<file path="src/rtl/phy_led_pkg.sv">
package phy_led_pkg;

   // activity channel indices
   localparam int unsigned ACT_TX  = 0;
   localparam int unsigned ACT_RX  = 1;
   localparam int unsigned NUM_ACT = 2;

   // lit flags for the five LEDs, active high internally
   typedef struct packed {
      logic dup;
      logic col;
      logic lnk;
      logic rx;
      logic tx;
   } led_lit_t;

   localparam led_lit_t ALL_DARK = '{dup: 1'b0, col: 1'b0, lnk: 1'b0, rx: 1'b0, tx: 1'b0};

endpackage

</file>
<file path="src/rtl/phy_led_stretch.sv">
module phy_led_stretch #(
   parameter int unsigned HOLD_CYC = 12_500_000
) (
   input  logic clk,
   input  logic rst,
   input  logic stb,
   output logic active
);

   localparam int unsigned CW = $clog2(HOLD_CYC + 1);
   localparam logic [CW-1:0] LOAD = CW'(HOLD_CYC);

   logic [CW-1:0] cnt;

   always_ff @(posedge clk) begin
      if (rst) begin
         cnt <= '0;
      end else if (stb) begin
         cnt <= LOAD;
      end else if (cnt != '0) begin
         cnt <= cnt - CW'(1);
      end
   end

   assign active = (cnt != '0);

   // a stretch ends only after a full countdown with no fresh strobe
   assert_reload_end_R8 : assert property (@(posedge clk) disable iff (rst)
      $fell(active) |-> ($past(cnt) == CW'(1) && !$past(stb)));

   // a strobe always restarts the window at its full length
   assert_reload_full_R8 : assert property (@(posedge clk) disable iff (rst)
      stb |=> (active && cnt == LOAD));

endmodule

</file>
<file path="src/rtl/phy_led_blink.sv">
module phy_led_blink #(
   parameter int unsigned HALF_CYC = 12_500_000
) (
   input  logic clk,
   input  logic rst,
   output logic lit_phase
);

   localparam int unsigned BW = (HALF_CYC > 1) ? $clog2(HALF_CYC) : 1;
   localparam logic [BW-1:0] LAST = BW'(HALF_CYC - 1);

   logic [BW-1:0] cnt;
   logic          dark;

   always_ff @(posedge clk) begin
      if (rst) begin
         cnt  <= '0;
         dark <= 1'b0;
      end else if (cnt == LAST) begin
         cnt  <= '0;
         dark <= ~dark;
      end else begin
         cnt  <= cnt + BW'(1);
      end
   end

   assign lit_phase = ~dark;

   // the phase only flips at the end of a half period
   assert_blink_rate_R9 : assert property (@(posedge clk) disable iff (rst)
      (!$stable(dark) && !$past(rst)) |-> ($past(cnt) == LAST));

endmodule

</file>
<file path="src/rtl/phy_led_select.sv">
module phy_led_select
   import phy_led_pkg::*;
(
   input  logic     link_ok,
   input  logic     spd10,
   input  logic     fdx,
   input  logic     pol_inv,
   input  logic     col,
   input  logic     cfg_pol_mode,
   input  logic     cfg_traffic_mode,
   input  logic     tx_act,
   input  logic     rx_act,
   input  logic     blink_lit,
   output led_lit_t lit
);

   logic any_act;
   logic traffic_lit;

   assign any_act     = tx_act | rx_act;
   assign traffic_lit = link_ok & (~any_act | blink_lit);

   always_comb begin
      lit     = ALL_DARK;
      lit.dup = cfg_pol_mode ? (pol_inv & spd10) : fdx;
      lit.col = col & ~fdx;
      lit.lnk = cfg_traffic_mode ? traffic_lit : link_ok;
      lit.rx  = rx_act;
      lit.tx  = tx_act;
   end

endmodule

</file>
<file path="src/rtl/phy_led_ctrl.sv">
module phy_led_ctrl
   import phy_led_pkg::*;
#(
   parameter int unsigned STRETCH_CYC = 12_500_000,
   parameter int unsigned BLINK_HALF  = 12_500_000
) (
   input  logic clk,
   input  logic rst,
   input  logic link_ok,
   input  logic spd10,
   input  logic fdx,
   input  logic pol_inv,
   input  logic col,
   input  logic tx_stb,
   input  logic rx_stb,
   input  logic cfg_pol_mode,
   input  logic cfg_traffic_mode,
   output logic dup_led_n,
   output logic col_led_n,
   output logic lnk_led_n,
   output logic rx_led_n,
   output logic tx_led_n
);

   if (STRETCH_CYC < 1) begin : g_bad_stretch
      $error("STRETCH_CYC must be at least 1");
   end
   if (BLINK_HALF < 2) begin : g_bad_blink
      $error("BLINK_HALF must be at least 2");
   end

   logic [NUM_ACT-1:0] stb_vec;
   logic [NUM_ACT-1:0] act_vec;
   logic               blink_lit;
   led_lit_t           lit;

   assign stb_vec[ACT_TX] = tx_stb;
   assign stb_vec[ACT_RX] = rx_stb;

   for (genvar i = 0; i < NUM_ACT; i++) begin : g_act
      phy_led_stretch #(.HOLD_CYC(STRETCH_CYC)) u_stretch (
         .clk    (clk),
         .rst    (rst),
         .stb    (stb_vec[i]),
         .active (act_vec[i])
      );
   end

   phy_led_blink #(.HALF_CYC(BLINK_HALF)) u_blink (
      .clk       (clk),
      .rst       (rst),
      .lit_phase (blink_lit)
   );

   phy_led_select u_sel (
      .link_ok          (link_ok),
      .spd10            (spd10),
      .fdx              (fdx),
      .pol_inv          (pol_inv),
      .col              (col),
      .cfg_pol_mode     (cfg_pol_mode),
      .cfg_traffic_mode (cfg_traffic_mode),
      .tx_act           (act_vec[ACT_TX]),
      .rx_act           (act_vec[ACT_RX]),
      .blink_lit        (blink_lit),
      .lit              (lit)
   );

   always_ff @(posedge clk) begin
      if (rst) begin
         dup_led_n <= 1'b1;
         col_led_n <= 1'b1;
         lnk_led_n <= 1'b1;
         rx_led_n  <= 1'b1;
         tx_led_n  <= 1'b1;
      end else begin
         dup_led_n <= ~lit.dup;
         col_led_n <= ~lit.col;
         lnk_led_n <= ~lit.lnk;
         rx_led_n  <= ~lit.rx;
         tx_led_n  <= ~lit.tx;
      end
   end

   assert_reset_dark_R1 : assert property (@(posedge clk)
      rst |=> (dup_led_n && col_led_n && lnk_led_n && rx_led_n && tx_led_n));

   assert_col_fdx_R5 : assert property (@(posedge clk) disable iff (rst)
      !col_led_n |-> $past(col && !fdx));

   assert_link_down_R10 : assert property (@(posedge clk) disable iff (rst)
      !link_ok |=> lnk_led_n);

   assert_tx_stretch_R7 : assert property (@(posedge clk) disable iff (rst)
      tx_stb |-> ##2 !tx_led_n);

   assert_rx_stretch_R7 : assert property (@(posedge clk) disable iff (rst)
      rx_stb |-> ##2 !rx_led_n);

   assert_link_plain_R4 : assert property (@(posedge clk) disable iff (rst)
      (link_ok && !cfg_traffic_mode) |=> !lnk_led_n);

endmodule

</file>
<file path="config.mk">
export PLATFORM = sky130hd
export DESIGN_NAME = phy_led_ctrl
export DESIGN_NICKNAME = d
export VERILOG_FILES = /design/src/rtl/phy_led_pkg.sv /design/src/rtl/phy_led_stretch.sv /design/src/rtl/phy_led_blink.sv /design/src/rtl/phy_led_select.sv /design/src/rtl/phy_led_ctrl.sv
export SDC_FILE = /design/constraint.sdc
export NUM_CORES = 1
export LEC_CHECK = 0
export BUFFER_PORTS_ARGS = -buffer_cell sky130_fd_sc_hd__buf_2
export CAP_MARGIN = 20
export CORE_ASPECT_RATIO = 1.75
export CORE_MARGIN = 2
export CORE_UTILIZATION = 55
export CTS_CLUSTER_DIAMETER = 50
export DETAILED_ROUTE_END_ITERATION = 8
export PLACE_DENSITY = 0.84
export SYNTH_ARGS = -nofsm -noshare
export SYNTH_HDL_FRONTEND = slang
export SYNTH_HIERARCHICAL = 1
export SYNTH_SLANG_ARGS = --single-unit
</file>
<file path="constraint.sdc">
create_clock -name clk -period 2.4 [get_ports clk]
set_clock_uncertainty 0.1 [all_clocks]
set_input_delay 0.12 -clock clk [delete_from_list [all_inputs] [get_ports clk]]
set_output_delay 0.12 -clock clk [all_outputs]
set_load 0.01 [all_outputs]
</file>
# ---- After elaboration in Yosys (flattened, before gate mapping)
# Index checks and enable logic that the tools add are counted.
dict set report op_classes {
  addsub 3
  n_eq_ne 1
  muxes 6
  bitwise 13
  reduce_logical 7
}
# operator count
set ops {}
lappend ops {{$mux 24} 4}
lappend ops {{$reduce_bool 24->1} 2}
lappend ops {{$sub 24x1->24 const B} 2}
lappend ops {{$add 24x1->24 const B} 1}
lappend ops {{$eq 24x24->1 const B} 1}
lappend ops {{$not 1->1} 8}
lappend ops {{$reduce_or 2->1} 3}
lappend ops {{$reduce_bool 2->1} 2}
lappend ops {{$and 1x1->1} 3}
lappend ops {{$mux 1} 2}
lappend ops {{$or 1x1->1} 2}
dict set report totals {
  reg_bits 78
  in_bits 11
  output_inout_bits 5
  wordCells 41
}

# ---- Logic depth before layout (Yosys ltp)
dict set report depth {
  depth_word 7
  depth_mapped 10
  ltp_nobuf 8
}

# ---- Modules after synthesis
# The synthesis kept the hierarchy.
# module instances cells_each area_per_inst_um2 seq_area_each_um2
set modules_own_cells {}
lappend modules_own_cells {phy_led_stretch 2 178 1495.2 480.5}
lappend modules_own_cells {phy_led_blink 1 132 1147.4 500.5}
lappend modules_own_cells {phy_led_ctrl 1 10 131.4 100.1}
lappend modules_own_cells {phy_led_select 1 9 51.3 0.0}

# ---- Worst setup path before layout
# Ideal clock, no wire load.
dict set report synth_path {
  path_type {flip-flop to flip-flop}
  start {reg u_blink.cnt[0]}
  end {reg u_blink.cnt[20]}
  setup_time_ns 0.067
  t_arrival_ns 1.868
  required_ns 2.233
  path_slack_ns 0.365
  path_stages_with_launch 7
  path_buffers 1
  period_less_slack_ns 2.035
  cell_sequence {dfxtp_1 -> ha_1 -> nand4_1 -> or4_1 -> buf_2 -> or4_4 -> a21oi_2}
}
dict set report synth_between {
  elab_chain_cells 2
  word_cells_on_any_way 3
  cone_classes {1 x add/sub; 1 x eq/ne; 1 x reduce/logical}
}
# item line_no
set synth_rtl {}
lappend synth_rtl {{start: declaration} phy_led_blink.sv:12} ;# logic [BW-1:0] cnt;
lappend synth_rtl {{start signal: assignment} phy_led_blink.sv:23} ;# cnt <= cnt + BW'(1);
lappend synth_rtl {{branches (longest 2 deep; another with $add 24x1->24)} n/a}
# Parallel ways; which one is timed is not known.
# A chain may end at the register's enable or synchronous reset.

==> reports/metrics.yaml <==
clock_tree:
  h-tree-depth: 3
  cts_made_buffers: 9
  cts_root_buf: "clkbuf_16"
  clock_latency_ns: 0.34
  clock-sinks: 78
  cts_tree: "yes"
  post_cts_resized: 0
  cts.clk_slew.worst_paths_ns: 0.06
  cts.path.max_buffers: 2
power_and_ir_drop:
  clkPwrFrac_pct: 37.4
  seqPwrFrac_pct: 44.7
  switchingPower_mw: 1.009
  p_leak_nw: 1.636
  ir_drop_mv: 0.4489
  power_density_nw_per_um2: 698.7
  finalPower_mw: 3.348
  power_frac_comb_pct: 17.9
  cell_internal_pwr_mw: 2.339
  swShare_pct: 30.14
floorplan:
  die_w_um: 71.00
  pin_count: 16
  die_h_um: 121.2
  coreArea_um2: 7567
  rows: 42
  start_util_pct: 57.09
  die-area_um2: 8608
worst_setup_path:
  arrival_ns: 2.32
  slowest_stage: "and4_1"
  path_buf_inv: 1
  crit_path_start_kind: "flip-flop"
  cp_max_fo: 15
  path_cells: "inv_1 -> ha_1 -> nor3b_1 -> and4_1 -> nand2_2 -> nor2_1 -> o31a_1 -> nand2b_1"
  crit_family: "simple AND/OR/NAND/NOR gates"
  critPathCaptureType: "flip-flop"
  crit_type: "reg2reg"
  critPathLaunch: "g_act[1].u_stretch/cnt[0]"
  max_stage_delay_ns: 0.55
  rr_startpoint: "g_act[1].u_stretch/cnt[0]"
  cp.required_ns: 2.53
run:
  cap_violations: 0
final_layout:
  drive_above_1_share_pct: 13.35
  area_delta_synth_final_pct: 10.89
  fin_cells: 620
  nets: 543
  diodes: 0
  stdcell_area_um2: 4791
sta:
  hold_violations: 0
  relSlewSlack_pct: 66.99
  tns_ns: 0
  fmax_mhz: 457.0
  setup_viol: 0
  period_share_pct: 91.17
  period_needed_ns: 2.188
  grt_setup_unrepaired: "false"
  maxSlewViolCount: 0
  tightest_slew_ns: 0.4915
  hold_slack_ns: 0.09206
global_route:
  antenna_found_initial: 0
  overflow: 0
  grt_pass1_wl_mm: 17.44
  grt_max_degree: 25
  gr-usage-all-layers_pct: 24.79
  grt_pass1_vias: 4013
hold_path:
  hp-start: "cfg_traffic_mode"
  hp-class: "in2reg"
placed_design:
  dp_hpwl_mm: 7.153
  gp_congestion: 0.8878
  portBuffers: 15
  placedCellCount: 599
  place_area_um2: 4472
drt:
  dr_wl_met2_mm: 5.440
  routed-via-count: 4117
  dr_wl_met3_um: 495
  dr.pass1.iters: 5
  via_per_inst: 6.640
  drt_drc_violations_left: 0
  maxUsedRoutingLayer: "met4"
  ant_nets: 0
  routedWlPerCell_um: 16.26
  routed_wl_mm: 10.08
  wirelength_met1_mm: 3.954
  drt-initial-drc-count: 352
synthesis:
  ys_ff_latch: 78
  synth_top_area_cell: "dfxtp_1"
  synth_edf_count: 0
  synth.area.top_cells: "dfxtp_1 (36%), nor2_1 (3.9%), nand4_1 (3.5%)"
  yosysMostFrequentCell: "dfxtp_1"
  syn_area_um2: 4320
  synth_top_area_share_pct: 36.14
  postSynthCellCount: 507
  synth_nets: 523
  avgSynthCellArea_um2: 8.521
  yosysWarnings: 6
  seq_area_frac_synth_pct: 36.14
  ys.flop_type: "dfxtp_1"
  yosys.cell_types.count: 61
  synthArstFlopShare_pct: 0
  synth_commonest_cells: "dfxtp_1 (78), nor2_1 (45), nor3_1 (29)"
run_status:
  status: "completed"
[power groups by stage]
stage          registers (mW)  clock network, mW  logic, mW
2_1_floorplan            1.50                  0      0.450
3_3_place_gp             1.51                  0      0.562
3_5_place_dp             1.52                  0      0.582
4_1_cts                  1.49               1.27      0.594
5_1_grt                  1.51               1.32      0.668
6_report                 1.50               1.25      0.601
[through the flow]
step	utilization, %	worst slack, ns
5_1_grt	63.31	0.006297
4_1_cts	63.31	0.2260
3_3_place_gp	59.09	0.3140
6_report	63.31	0.2120
2_1_floorplan	-	0.3651
3_5_place_dp	59.09	0.2391
[final timing paths]
check	slack [ns]	end	cells after the start
max reg2reg	0.21	lnk_led_n	8
max	0.21	lnk_led_n	8
min reg2reg	0.38	u_blink/cnt[21]	1
min	0.09	lnk_led_n	4
[flip-flops by register name, summed over array words and instances (netlist names)]
name / cells
col_led_n: 1
dup_led_n: 1
g_act.u_stretch/cnt: 48
lnk_led_n: 1
rx_led_n: 1
tx_led_n: 1
u_blink/cnt: 24
u_blink/dark: 1
[worst register-to-register path, delay by kind of cell (launching register included)]
kind                       cells  cell delay, ns
adders and majority gates      1            0.17
buffers and inverters          1            0.12
AOI/OAI and AO/OA              1            0.13
and+or+nand+nor                5            1.20
DFF                            1            0.36
[repair_timing]
action / 4_1_cts / 5_1_grt
setup endpoints to repair: 0 / 0
endpoints found under the hold margin: 3 / 0
buffers inserted: 0 / 0
hold buffers: 5 / 0
[metal layers]
metal / vias to the layer above / global-route usage, %
li1: 2011 / -
met5: - / 0
met3: 19 / 4.817
met2: 119 / 46.20
met1: 1968 / 25.89
met4: 0 / 11.91
[cell usage in the layout, fill, tap and decap left out, types with 7 or more instances in the layout]
cell / instances
a211oi_1: 8
a21oi_1: 23
a31oi_1: 10
buf_2: 15
buf_4: 10
clkbuf_16: 9
dfxtp_1: 78
inv_1: 15
mux2i_1: 8
nand2_1: 26
nand3_1: 22
nand4_1: 24
nor2_1: 45
nor2b_1: 7
nor3_1: 29
nor4_1: 9
o21ai_0: 27
o31ai_1: 10
or3_1: 18
or4_1: 13
xor2_1: 8
[area by class of cell]
type / count / area, um^2
tap: 88 / 110.1
timing repair buffer: 30 / 200.2
inverter: 17 / 63.81
sequential: 78 / 1562
clock inverter: 4 / 22.52
fill: 638 / 2776
multi-input combinational: 391 / 2586
clock buffer: 12 / 246.5
[cells by family (layout without fill, tap and decap cells)]
kind of cell / count (synthesis) / after routing / share of synthesized area, %
AOI/OAI and AO/OA: 119 / 119 / 19.11
muxes: 8 / 8 / 1.854
and+or+nand+nor: 249 / 249 / 35.42
DFF: 78 / 78 / 36.14
xor gates and xnor gates: 10 / 10 / 2.027
adders and majority gates: 5 / 5 / 1.448
buffers and inverters: 38 / 63 / 3.996
Note: power is estimated with default switching activity, not from simulation.
